[config.mk]
export PLATFORM = sky130hd
export DESIGN_NAME = wdog_window
export DESIGN_NICKNAME = d
export VERILOG_FILES = /design/src/rtl/wdog_pkg.sv /design/src/rtl/wdog_strobe_dec.sv /design/src/rtl/wdog_window_timer.sv /design/src/rtl/wdog_fault_latch.sv /design/src/rtl/wdog_window.sv
export SDC_FILE = /design/constraint.sdc
export NUM_CORES = 1
export LEC_CHECK = 0
export ABC_AREA = 1
export BUFFER_PORTS_ARGS = -buffer_cell sky130_fd_sc_hd__buf_4
export CAP_MARGIN = 15
export CORE_AREA = 2 2 41 43
export CTS_CLUSTER_SIZE = 20
export DETAILED_ROUTE_END_ITERATION = 10
export DIE_AREA = 0 0 43 45
export PLACE_DENSITY = 0.77
export RECOVER_POWER = 25
export REMOVE_ABC_BUFFERS = 1
export SLEW_MARGIN = 5
export SYNTH_ARGS = -nofsm -noshare
export SYNTH_HDL_FRONTEND = slang
export SYNTH_SLANG_ARGS = --single-unit
[constraint.sdc]
create_clock -name clk -period 1.2 [get_ports clk]
set_input_delay 0.18 -clock clk [delete_from_list [all_inputs] [get_ports clk]]
set_output_delay 0.18 -clock clk [all_outputs]
set_load 0.1 [all_outputs]
[src/rtl/wdog_pkg.sv]
package wdog_pkg;
  typedef enum logic [1:0] {
    CAUSE_NONE  = 2'b00,
    CAUSE_EARLY = 2'b01,
    CAUSE_LATE  = 2'b10
  } cause_e;
endpackage

[src/rtl/wdog_strobe_dec.sv]
// Decodes the strobe from a control write and keeps only its first cycle.
module wdog_strobe_dec #(
  parameter int CTL_W = 8,
  parameter int BIT_A = 5,
  parameter int BIT_B = 6
) (
  input  logic             clk,
  input  logic             rst,
  input  logic             wr,
  input  logic [CTL_W-1:0] data,
  output logic             stb_evt
);
  logic dec;
  logic dec_q;

  assign dec = wr && !data[BIT_A] && !data[BIT_B];

  always_ff @(posedge clk) begin
    if (rst) dec_q <= 1'b0;
    else     dec_q <= dec;
  end

  assign stb_evt = dec && !dec_q;
endmodule

[src/rtl/wdog_window_timer.sv]
// Counts edges since the last accepted strobe and judges each strobe against the window.
module wdog_window_timer #(
  parameter int MIN_CYC = 16,
  parameter int MAX_CYC = 64
) (
  input  logic clk,
  input  logic rst,
  input  logic stb_evt,
  input  logic freeze,
  output logic early_hit,
  output logic late_hit
);
  localparam int CNT_W = (MAX_CYC > 2) ? $clog2(MAX_CYC) : 1;
  localparam logic [CNT_W-1:0] MIN_V  = CNT_W'(MIN_CYC);
  localparam logic [CNT_W-1:0] LAST_V = CNT_W'(MAX_CYC - 1);

  logic [CNT_W-1:0] cnt;

  assign early_hit = stb_evt && (cnt < MIN_V);
  assign late_hit  = !stb_evt && (cnt == LAST_V);

  always_ff @(posedge clk) begin
    if (rst) begin
      cnt <= '0;
    end else if (!freeze) begin
      if (stb_evt)         cnt <= '0;
      else if (!late_hit)  cnt <= cnt + 1'b1;
    end
  end
endmodule

[src/rtl/wdog_fault_latch.sv]
// Latches the first failure, raises the interrupt, then the fail line, and gates the enables.
module wdog_fault_latch #(
  parameter int N_GEN = 2
) (
  input  logic                clk,
  input  logic                rst,
  input  logic                early_hit,
  input  logic                late_hit,
  input  logic [N_GEN-1:0]    gen_req,
  output logic                fault_q,
  output logic                fault_int_n,
  output logic                fail_n,
  output wdog_pkg::cause_e    cause,
  output logic [N_GEN-1:0]    gen_en
);
  import wdog_pkg::*;

  logic   fail_q;
  cause_e cause_q;

  always_ff @(posedge clk) begin
    if (rst) begin
      fault_q <= 1'b0;
      cause_q <= CAUSE_NONE;
      fail_q  <= 1'b0;
    end else begin
      fail_q <= fault_q;
      if (!fault_q) begin
        if (early_hit) begin
          fault_q <= 1'b1;
          cause_q <= CAUSE_EARLY;
        end else if (late_hit) begin
          fault_q <= 1'b1;
          cause_q <= CAUSE_LATE;
        end
      end
    end
  end

  assign fault_int_n = !fault_q;
  assign fail_n      = !fail_q;
  assign cause       = cause_q;

  for (genvar g = 0; g < N_GEN; g++) begin : g_gate
    assign gen_en[g] = gen_req[g] && !fail_q;
  end
endmodule

[src/rtl/wdog_window.sv]
module wdog_window #(
  parameter int MIN_CYC = 16,
  parameter int MAX_CYC = 64,
  parameter int CTL_W   = 8,
  parameter int STB_A   = 5,
  parameter int STB_B   = 6
) (
  input  logic             clk,
  input  logic             rst,
  input  logic             ctl_wr,
  input  logic [CTL_W-1:0] ctl_data,
  input  logic             bv_req,
  input  logic             wg_req,
  output logic             fault_int_n,
  output logic             fail_n,
  output logic [1:0]       fault_cause,
  output logic             bv_en,
  output logic             wg_en
);
  localparam int N_GEN = 2;

  logic             stb_evt;
  logic             early_hit;
  logic             late_hit;
  logic             fault_q;
  wdog_pkg::cause_e cause;
  logic [N_GEN-1:0] gen_en;

  wdog_strobe_dec #(.CTL_W(CTL_W), .BIT_A(STB_A), .BIT_B(STB_B)) u_dec (
    .clk(clk), .rst(rst), .wr(ctl_wr), .data(ctl_data), .stb_evt(stb_evt)
  );

  wdog_window_timer #(.MIN_CYC(MIN_CYC), .MAX_CYC(MAX_CYC)) u_timer (
    .clk(clk), .rst(rst), .stb_evt(stb_evt), .freeze(fault_q),
    .early_hit(early_hit), .late_hit(late_hit)
  );

  wdog_fault_latch #(.N_GEN(N_GEN)) u_latch (
    .clk(clk), .rst(rst), .early_hit(early_hit), .late_hit(late_hit),
    .gen_req({wg_req, bv_req}), .fault_q(fault_q), .fault_int_n(fault_int_n),
    .fail_n(fail_n), .cause(cause), .gen_en(gen_en)
  );

  assign fault_cause = cause;
  assign bv_en       = gen_en[0];
  assign wg_en       = gen_en[1];
endmodule

==> flow_metrics.tcl, run 1 <==
set metrics [dict create \
    status "finished, violations left" \
    violations "negative setup slack" \
    via_per_inst 4.67 \
    cp-end-kind "flop" \
    via_count 593 \
    min_period_ns 1.23 \
    crit_family "simple AND/OR/NAND/NOR gates" \
    design_area_um2 913 \
    critPathMaxFanout 7 \
    async_reset_ff_share_pct 0 \
    h-tree-depth 1 \
    multi_input_area_um2 407 \
    totalWireLength_mm 1.51 \
    fin_skew_ns 0.00290 \
    whs_ns 0.133 \
    drive_gt1_share_pct 46.8 \
    grt_start_max_net_pins 9 \
    cp_common_cell "nand2_2" \
    gr-total-overflow 0 \
    initialDrtViolationCount 16 \
    dpl.cell_count 121 \
    grt_usage_pct 16.5 \
    grt_first_pass_wirelength_mm 2.30 \
    placed_cell_area_um2 753 \
    die_x_um 43 \
    hold_viol 0 \
    antenna_found_initial 0 \
    synth_flop_cell "dfxtp_1" \
    ys_seq_area_share_pct 35.7 \
    slew_viol_final 0 \
    globalplace.congestion 0.803 \
    final_cells 127 \
    die_h_um 45 \
    clock_path_buffers 2 \
    max_stage_delay_ns 0.35 \
    cellPowerDensity_nw_per_um2 982 \
    worstPathRequired_ns 1.41 \
    die_area_um2 1940 \
    worstPathBufferInverterCount 0 \
    fmax_ghz 0.814 \
    cts_tree "yes" \
    fillers 133 \
    synth.top_cell.area_share_pct 35.7 \
    start_kind "flop" \
    n_antenna_cell 0 \
    ys_ff_latch 11 \
    cts_root_buf "clkbuf_4" \
    max_slew_margin_pct 79.8 \
    portBuffers 12 \
    p_leak_nw 0.403 \
    rsz0062_at_grt "yes" \
    pin_count 19 \
    netlist_area_um2 617 \
    ir_drop_mv 0.885 \
    rows 14 \
    synth_edf_count 0 \
    core_um2 1470 \
    setup_ws_ns -0.0290 \
    nNetsFinal 126 \
    power_w 0.000897 \
    wire_per_inst_um 11.9 \
    synth_most_common_cell "nand2_1" \
    synth.area.top_cells "dfxtp_1 36%, nand2_1 12%, inv_1 9.1%, nor2_1 7.3%, nand3_1 4.9%" \
    path_class "flop to flop" \
    crit_slowest_cell "dfxtp_2" \
    hp-class "input port to flop" \
    cts_buffers 3 \
    synth_cells 90 \
    area_growth_syn_to_layout_pct 48.1 \
    dr.pass1.iters 4 \
    final-setup-viol-count 6 \
    yosys-top-cells-count "19 x nand2_1, 15 x inv_1, 12 x nor2_1" \
    dp_hpwl_mm 1.04 \
    first_global_vias 552 \
    syn_avg_cell_area_um2 6.85 \
    path_cells "ha_4 > nand3_4 > nor2_4 > nand2_2 > nand2_4 > nand2_2 > a21oi_2" \
    synth_area_leader_cell "dfxtp_1" \
    clk_pin_slew_worst_paths_ns 0.07 \
    cts_sinks 11 \
    tightestPinTransition_ns 0.302 \
    ant_nets 0 \
    ff_latch_area_um2 225 \
    ys_types 22 \
    start_util_pct 41.9 \
    cap_violations 0 \
    clkLatencyLatePin_ns 0.28 \
    drcViolationCount 0 \
    yosys_warnings 0 \
    period_share_pct 102 \
    worstPathArrival_ns 1.44 \
]
-- per-stage QoR --
| stage | util [%] | TNS, ns | setup slack, ns |
|---|---|---|---|
| finish | 62.1 | -0.0995 | -0.0290 |
| global route | 62.1 | -0.605 | -0.0893 |
| CTS | 57.1 | -0.106 | -0.0239 |
| detailed placement | 51.2 | -0.684 | -0.108 |
| global placement | 51.2 | -0.263 | -0.0755 |
| floorplan | - | -1.15 | -0.547 |
-- cell type report --
type	instances	area share [%]
well taps	16	2.19
repair buffers	18	17.9
inverters	19	7.81
clock buffers	4	2.88
flip-flops and latches	11	24.7
multi-input cells	59	44.5
-- cells by family (layout without fill, tap and decap cells) --
family | count (synthesis) | count (layout) | share of synthesized area [%]
DFF | 11 | 11 | 35.7
xor gates and xnor gates | 1 | 1 | 1.42
adders and majority gates | 1 | 1 | 2.03
AOI/OAI and AO/OA | 11 | 11 | 10.7
buffers and inverters | 20 | 41 | 12.2
and+or+nand+nor | 46 | 46 | 37.9
-- layout by cell type, fill, tap and decap left out --
cell      synthesis  routed
buf_4             0      15
buf_12            0       2
nor3_1            1       1
xor2_1            1       1
nand2_1          19      15
nand3_4           1       2
inv_1            15      16
dfxtp_1          11       7
o21ai_2           0       1
buf_6             0       1
a21oi_4           0       1
nand2_2           1       5
nor2_4            2       5
ha_4              0       1
o21ai_1           3       2
a21oi_2           3       3
nand3_2           0       2
clkbuf_4          0       3
a21oi_1           4       3
nor2_1           12       8
nand4_1           1       1
nand2_4           1       1
nor2_2            1       2
nand3_1           6       3
dfxtp_2           0       4
inv_2             3       3
nor3b_2           1       1
o21ai_0           1       1
clkbuf_1          1       1
-- path summary, 6_finish.rpt --
check,start,cells after the start,slack (ns),to
min,rst,2,0.13,u_timer.cnt[2]
min reg2reg,u_latch.cause[0],2,0.47,u_latch.cause[0]
max,u_timer.cnt[0],7,-0.03,u_timer.cnt[2]
max reg2reg,u_timer.cnt[0],7,-0.03,u_timer.cnt[2]
-- flip-flops by register name (all words and copies together), names as in the netlist --
signal,cells
u_dec.dec_q,1
u_latch.cause,2
u_latch.fail_q,1
u_timer.cnt,6
u_latch.fault_q,1
-- repair_timing --
item                                    in CTS  in global routing
endpoints found under the setup margin      11                 12
buffers inserted                             1                  1
pin swaps                                    8                 12
gates resized for setup                     14                 18
hold buffers                                 0                  0
-- power breakdown --
part           switching (W)  internal, W  leakage (nW)
combinational       0.000145    0.0000912         0.297
sequential         0.0000169     0.000383        0.0911
clock               0.000131     0.000129        0.0150
-- metal layers --
layer / part of all wire (%) / wire (µm) / global-route usage (%) / up-vias
met5: 0 / 0 / 0 / -
met2: 53 / 794 / 27.0 / 11
met3: 4.6 / 69 / 4.40 / 5
met1: 41 / 612 / 20.6 / 261
li1: - / - / - / 316
met4: 2.1 / 31 / 7.27 / 0
Note: power is estimated with default switching activity, not from simulation.
==> run 2: changes to the inputs <==
--- a/config.mk
+++ b/config.mk
@@ -14,7 +14,6 @@
 export DIE_AREA = 0 0 43 45
 export PLACE_DENSITY = 0.77
 export RECOVER_POWER = 25
-export REMOVE_ABC_BUFFERS = 1
 export SLEW_MARGIN = 5
 export SYNTH_ARGS = -nofsm -noshare
 export SYNTH_HDL_FRONTEND = slang
==> run 2 against run 1 <==
Against the previous run: the flow still finishes with violations (negative setup slack); register-to-register slack about the same; final cell count increased by 0.79%; via count increased by 5.7%; sequential share of layout area increased by 0.21 points; flip-flop and latch count unchanged; non-clock buffer count increased by 1; critical path depth unchanged; core utilization increased by 0.17 points; combinational power about the same; first-iteration DRC count decreased by 19%; critical path type unchanged.
==> flow_metrics.tcl, run 2 (synthesis results as in run 1) <==
set metrics [dict create \
    violations "negative setup slack" \
    power_w 0.000894 \
    dp_hpwl_um 952 \
    hold_depth 2 \
    die_area_um2 1940 \
    switching_share_pct 33.1 \
    cts_root_buf "clkbuf_4" \
    r2r-end "u_timer.cnt[0]" \
    fmax_ghz 0.806 \
    slew_viol_final 0 \
    nNetsFinal 127 \
    multi_input_area_um2 399 \
    die_h_um 45 \
    crit_family "simple AND/OR/NAND/NOR gates" \
    ant_nets 0 \
    gr-total-overflow 0 \
    cellPowerDensity_nw_per_um2 976 \
    synth_fp_nets 104 \
    pre_cts_ws_ns -0.0693 \
    tightestPinTransition_ns 0.282 \
    antenna_found_initial 0 \
    rows 14 \
    crit_slowest_cell "dfxtp_2" \
    cp-end-kind "flop" \
    first_global_vias 580 \
    largest_reg_flops 6 \
    grt_first_pass_wirelength_mm 2.29 \
    ctsHoldBuffers 0 \
    cts_sinks 11 \
    drive_gt1_share_pct 46.4 \
    max_slew_margin_pct 81.3 \
    totalWireLength_mm 1.50 \
    portBuffers 12 \
    p_leak_nw 0.431 \
    cap_violations 0 \
    start_kind "flop" \
    grt_start_max_net_pins 9 \
    design_area_um2 916 \
    min_period_ns 1.24 \
    path_cells "ha_4 > nand3_4 > nor2_4 > nand2_2 > nand2_4 > nor2_4 > nor3b_2" \
    max_stage_delay_ns 0.36 \
    p_sw_w 0.000296 \
    via_per_inst 4.90 \
    fillers 135 \
    layout_common_cells "16 x nand2_1, 15 x inv_1, 14 x buf_4, 10 x nor2_1, 6 x dfxtp_2" \
    status "finished, violations left" \
    critPathMaxFanout 7 \
    regToRegStartpoint "u_timer.cnt[1]" \
    worstHoldStart "rst" \
    clkLatencyLatePin_ns 0.27 \
    core_um2 1470 \
    ir_drop_mv 0.831 \
    hold_viol 0 \
    setup_ws_ns -0.0407 \
    internal-power_w 0.000597 \
    rsz0062_at_grt "yes" \
    path_class "flop to flop" \
    final-setup-viol-count 7 \
    n_antenna_cell 0 \
    cts_tree "yes" \
    cts_buffers 3 \
    clock_path_buffers 2 \
    worstPathRequired_ns 1.40 \
    clk_pin_slew_worst_paths_ns 0.07 \
    seq_power_share_pct 44.9 \
    dr.pass1.iters 4 \
    largest_register "u_timer.cnt" \
    initialDrtViolationCount 13 \
    via_count 627 \
    grt_usage_pct 16.4 \
    hp-class "input port to flop" \
    globalplace.congestion 0.768 \
    clkPwrFrac_pct 28.7 \
    final_common_cell "nand2_1" \
    period_share_pct 103 \
    drcViolationCount 0 \
    comb_power_share_pct 26.4 \
    ff_latch_area_um2 228 \
    reg2reg_depth 7 \
    fin_skew_ns 0.00132 \
    pin_count 19 \
    reg2reg_slack_ns -0.04 \
    worstPathArrival_ns 1.44 \
    die_x_um 43 \
    h-tree-depth 1 \
    placed_cell_area_um2 768 \
    cp_common_cell "nor2_4" \
    worstPathBufferInverterCount 0 \
    area_growth_syn_to_layout_pct 48.5 \
    holdPathEnd "u_timer.cnt[2]" \
    start_util_pct 41.9 \
    wire_per_inst_um 11.7 \
]
[run 2: changes by cell type in the layout (fill, tap and decap cells not counted), moves of 2 or more]
cell,change
nor2_1,+2
dfxtp_1,-2
nand2_2,-3
nor2_4,-2
dfxtp_2,+2
nand2_4,+2
[run 2: how the worst max path moves through the flow]
stage                   startpoint             end  slack [ns]  cells past startpoint
finish              u_timer.cnt[1]  u_timer.cnt[0]       -0.04                      7
global route        u_timer.cnt[1]  u_timer.cnt[5]       -0.12                      7
CTS                 u_timer.cnt[1]  u_timer.cnt[5]       -0.02                      9
detailed placement  u_timer.cnt[0]  u_timer.cnt[5]       -0.07                      8
global placement    u_timer.cnt[0]  u_timer.cnt[5]       -0.04                      8
floorplan           u_latch.fail_q           bv_en       -0.10                      1
[run 2: what timing repair did]
action | 4_1_cts | 5_1_grt
gates resized for setup | 11 | 14
endpoints found under the setup margin | 7 | 12
gates cloned | 0 | 0
pin swaps | 6 | 8
setup buffers | 2 | 0
[run 2: stage by stage]
stage / setup TNS [ns] / instances / util [%] / hold slack [ns]
after floorplan: -0.208 / 90 / - / 0.342
after global placement: -0.209 / 122 / 52.2 / 0.417
after detailed placement: -0.251 / 122 / 52.2 / 0.421
after CTS: -0.0512 / 128 / 59.0 / 0.132
after global routing: -0.818 / 128 / 62.2 / 0.121
final: -0.220 / 128 / 62.2 / 0.138
[run 2: layout make-up]
class / instances / area share (%)
multi-input combinational: 59 / 43.6
timing repair buffer: 19 / 18.7
inverter: 19 / 7.79
sequential: 11 / 24.9
tap: 16 / 2.19
clock buffer: 4 / 2.87
[run 2: power groups by stage]
stage | clock (W) | combinational [W] | sequential [W]
final | 0.000257 | 0.000236 | 0.000401
after global routing | 0.000286 | 0.000253 | 0.000403
after CTS | 0.000262 | 0.000210 | 0.000399
after detailed placement | 0 | 0.000200 | 0.000400
after global placement | 0 | 0.000197 | 0.000399
after floorplan | 0 | 0.000127 | 0.000413
[run 2: layer usage]
| metal | vias to the layer above | part of all wire, % | global-route usage [%] |
|---|---|---|---|
| met5 | - | 0 | 0 |
| met4 | 0 | 0 | 5.45 |
| met3 | 0 | 4.7 | 7.60 |
| met2 | 16 | 57 | 29.1 |
| met1 | 292 | 38 | 17.4 |
| li1 | 319 | - | - |
==> run 3: changes to the inputs <==
--- a/config.mk
+++ b/config.mk
@@ -8,11 +8,13 @@
 export ABC_AREA = 1
 export BUFFER_PORTS_ARGS = -buffer_cell sky130_fd_sc_hd__buf_4
 export CAP_MARGIN = 15
-export CORE_AREA = 2 2 41 43
+export CELL_PAD_IN_SITES_DETAIL_PLACEMENT = 0
+export CELL_PAD_IN_SITES_GLOBAL_PLACEMENT = 1
+export CORE_AREA = 2 2 49 51
 export CTS_CLUSTER_SIZE = 20
 export DETAILED_ROUTE_END_ITERATION = 10
-export DIE_AREA = 0 0 43 45
-export PLACE_DENSITY = 0.77
+export DIE_AREA = 0 0 51 53
+export PLACE_DENSITY_LB_ADDON = 0.1
 export RECOVER_POWER = 25
 export SLEW_MARGIN = 5
 export SYNTH_ARGS = -nofsm -noshare
==> run 3 against run 2 <==
Against the previous run: the flow now finishes without violations; critical endpoint is now u_latch.fault_q; largest power group unchanged; clock power is 5% lower; total power is 2.5% lower; wire length is 11% lower; non-clock buffer count is 2 higher; final cell count is 11% higher; highest routed layer is now met4; clock-buffer cell count stayed put; critical path type unchanged; sequential share of layout area is 0.17 points lower; core utilization is 20 points lower.
==> flow_metrics.tcl, run 3 (synthesis results as in run 1) <==
set metrics [dict create \
    status "finished clean" \
    critPathMaxFanout 7 \
    ant_nets 0 \
    initialDrtViolationCount 6 \
    largest_register "u_timer.cnt" \
    via_count 612 \
    cts_buffers 3 \
    grt-busiest-layer "met2" \
    pin_count 19 \
    max_slew_margin_pct 81.7 \
    gr-total-overflow 0 \
    rsz0062_at_grt "yes" \
    clk_pin_slew_worst_paths_ns 0.07 \
    ctsHoldBuffers 0 \
    gr-usage-met2_pct 20.6 \
    setup_ws_ns 0.0128 \
    cts_tree "yes" \
    cap_violations 0 \
    cellPowerDensity_nw_per_um2 955 \
    antenna_found_initial 0 \
    start_util_pct 28.7 \
    comb_power_share_pct 26.4 \
    drive_gt1_share_pct 46.5 \
    die_area_um2 2700 \
    dp_hpwl_mm 1.04 \
    n_antenna_cell 0 \
    dr.pass1.iters 3 \
    cts_sinks 11 \
    pre_cts_ws_ns -0.0828 \
    worstPathArrival_ns 1.35 \
    nNetsFinal 129 \
    p_leak_nw 0.408 \
    grt_start_max_net_pins 9 \
    layout_common_cells "19 x buf_4, 16 x inv_1, 16 x nand2_1, 8 x nor2_1, 7 x dfxtp_1" \
    first_global_vias 596 \
    met1_usage_pct 13.7 \
    h-tree-depth 1 \
    tightestPinTransition_ns 0.277 \
    min_period_ns 1.19 \
    grt_usage_pct 12.2 \
    clkPwrFrac_pct 28.0 \
    globalplace.congestion 0.710 \
    slew_viol_final 0 \
    clock_path_buffers 2 \
    p_sw_w 0.000271 \
    start_kind "flop" \
    clkLatencyLatePin_ns 0.26 \
    largest_reg_flops 6 \
    design_area_um2 912 \
    drcViolationCount 0 \
    area_growth_syn_to_layout_pct 47.9 \
    whs_ns 0.153 \
    switching_share_pct 31.2 \
    grtUsageMet3_pct 3.11 \
    final-setup-viol-count 0 \
    placed_cell_area_um2 783 \
    die_h_um 53 \
    rows 17 \
    final_common_cell "buf_4" \
    ir_drop_mv 0.637 \
    fin_skew_ns 0.00278 \
    path_class "flop to flop" \
    portBuffers 12 \
    hold_viol 0 \
    seq_power_share_pct 45.7 \
    synth_fp_nets 104 \
    via_per_inst 4.31 \
    fmax_ghz 0.842 \
    grt_first_pass_wirelength_mm 2.43 \
    hp-class "input port to flop" \
    cts_root_buf "clkbuf_4" \
    cp-end-kind "flop" \
    totalWireLength_mm 1.32 \
    wire_per_inst_um 9.32 \
    die_x_um 51 \
    internal-power_w 0.000600 \
    core_um2 2150 \
    period_share_pct 98.9 \
    worstPathRequired_ns 1.36 \
]
==> run 3: cell count changes in the layout (fill, tap and decap cells not counted), moves of 2 or more <==
cell	change
inv_2	-2
nor2_2	+3
nor2_1	-2
dfxtp_1	+2
buf_4	+5
a21oi_2	+2
nand2_4	-2
nand2_2	+2
dfxtp_2	-2
==> run 3: through the flow <==
| stage | instances | TNS (ns) | util, % | power [W] |
|---|---|---|---|---|
| after floorplan | 90 | -0.208 | - | 0.000540 |
| after global placement | 134 | -0.573 | 36.5 | 0.000601 |
| after detailed placement | 134 | -0.483 | 36.5 | 0.000601 |
| after CTS | 141 | -0.0325 | 40.2 | 0.000876 |
| after global routing | 142 | -0.657 | 42.5 | 0.000929 |
| final | 142 | 0 | 42.5 | 0.000871 |
==> run 3: critical path, cell delays in order, from the launching register on <==
cell and delay (ns):
dfxtp_2 0.34, ha_4 0.17, nand3_4 0.09, nor2_4 0.05
nand2_2 0.07, nand2_4 0.08, buf_4 0.15, o21ai_2 0.10
inv_1 0.04
==> run 3: timing repair <==
item | CTS | global route
endpoints found under the setup margin | 10 | 10
resized for setup | 7 | 12
pin swaps | 5 | 8
buffers inserted | 3 | 1
==> run 3: final cells by class <==
type	instances	area (µm²)
Fill cell	221	1240
Tap cell	28	35.0
Multi-Input combinational cell	59	380
Clock buffer	4	26.3
Sequential cell	11	225
Inverter	19	71.3
Timing Repair Buffer	21	174
==> run 3: power by group through the flow <==
stage | clock network [W] | logic [W] | registers, W
3_3_place_gp | 0 | 0.000201 | 0.000400
2_1_floorplan | 0 | 0.000127 | 0.000413
3_5_place_dp | 0 | 0.000201 | 0.000400
6_report | 0.000244 | 0.000230 | 0.000398
5_1_grt | 0.000277 | 0.000251 | 0.000400
4_1_cts | 0.000264 | 0.000214 | 0.000398
==> run 3: final timing paths <==
kind                                  startpoint          endpoint  slack [ns]  cells after the start
worst max-delay path              u_timer.cnt[0]   u_latch.fault_q        0.01                      8
worst min-delay path                         rst    u_timer.cnt[1]        0.15                      2
worst max register to register    u_timer.cnt[0]   u_latch.fault_q        0.01                      8
worst min register to register  u_latch.cause[0]  u_latch.cause[0]        0.46                      2
==> run 3: layer usage <==
metal / vias up / routed length (µm)
met5: - / 0
met4: 0 / 14
met3: 2 / 60
met2: 10 / 652
met1: 275 / 596
li1: 325 / -
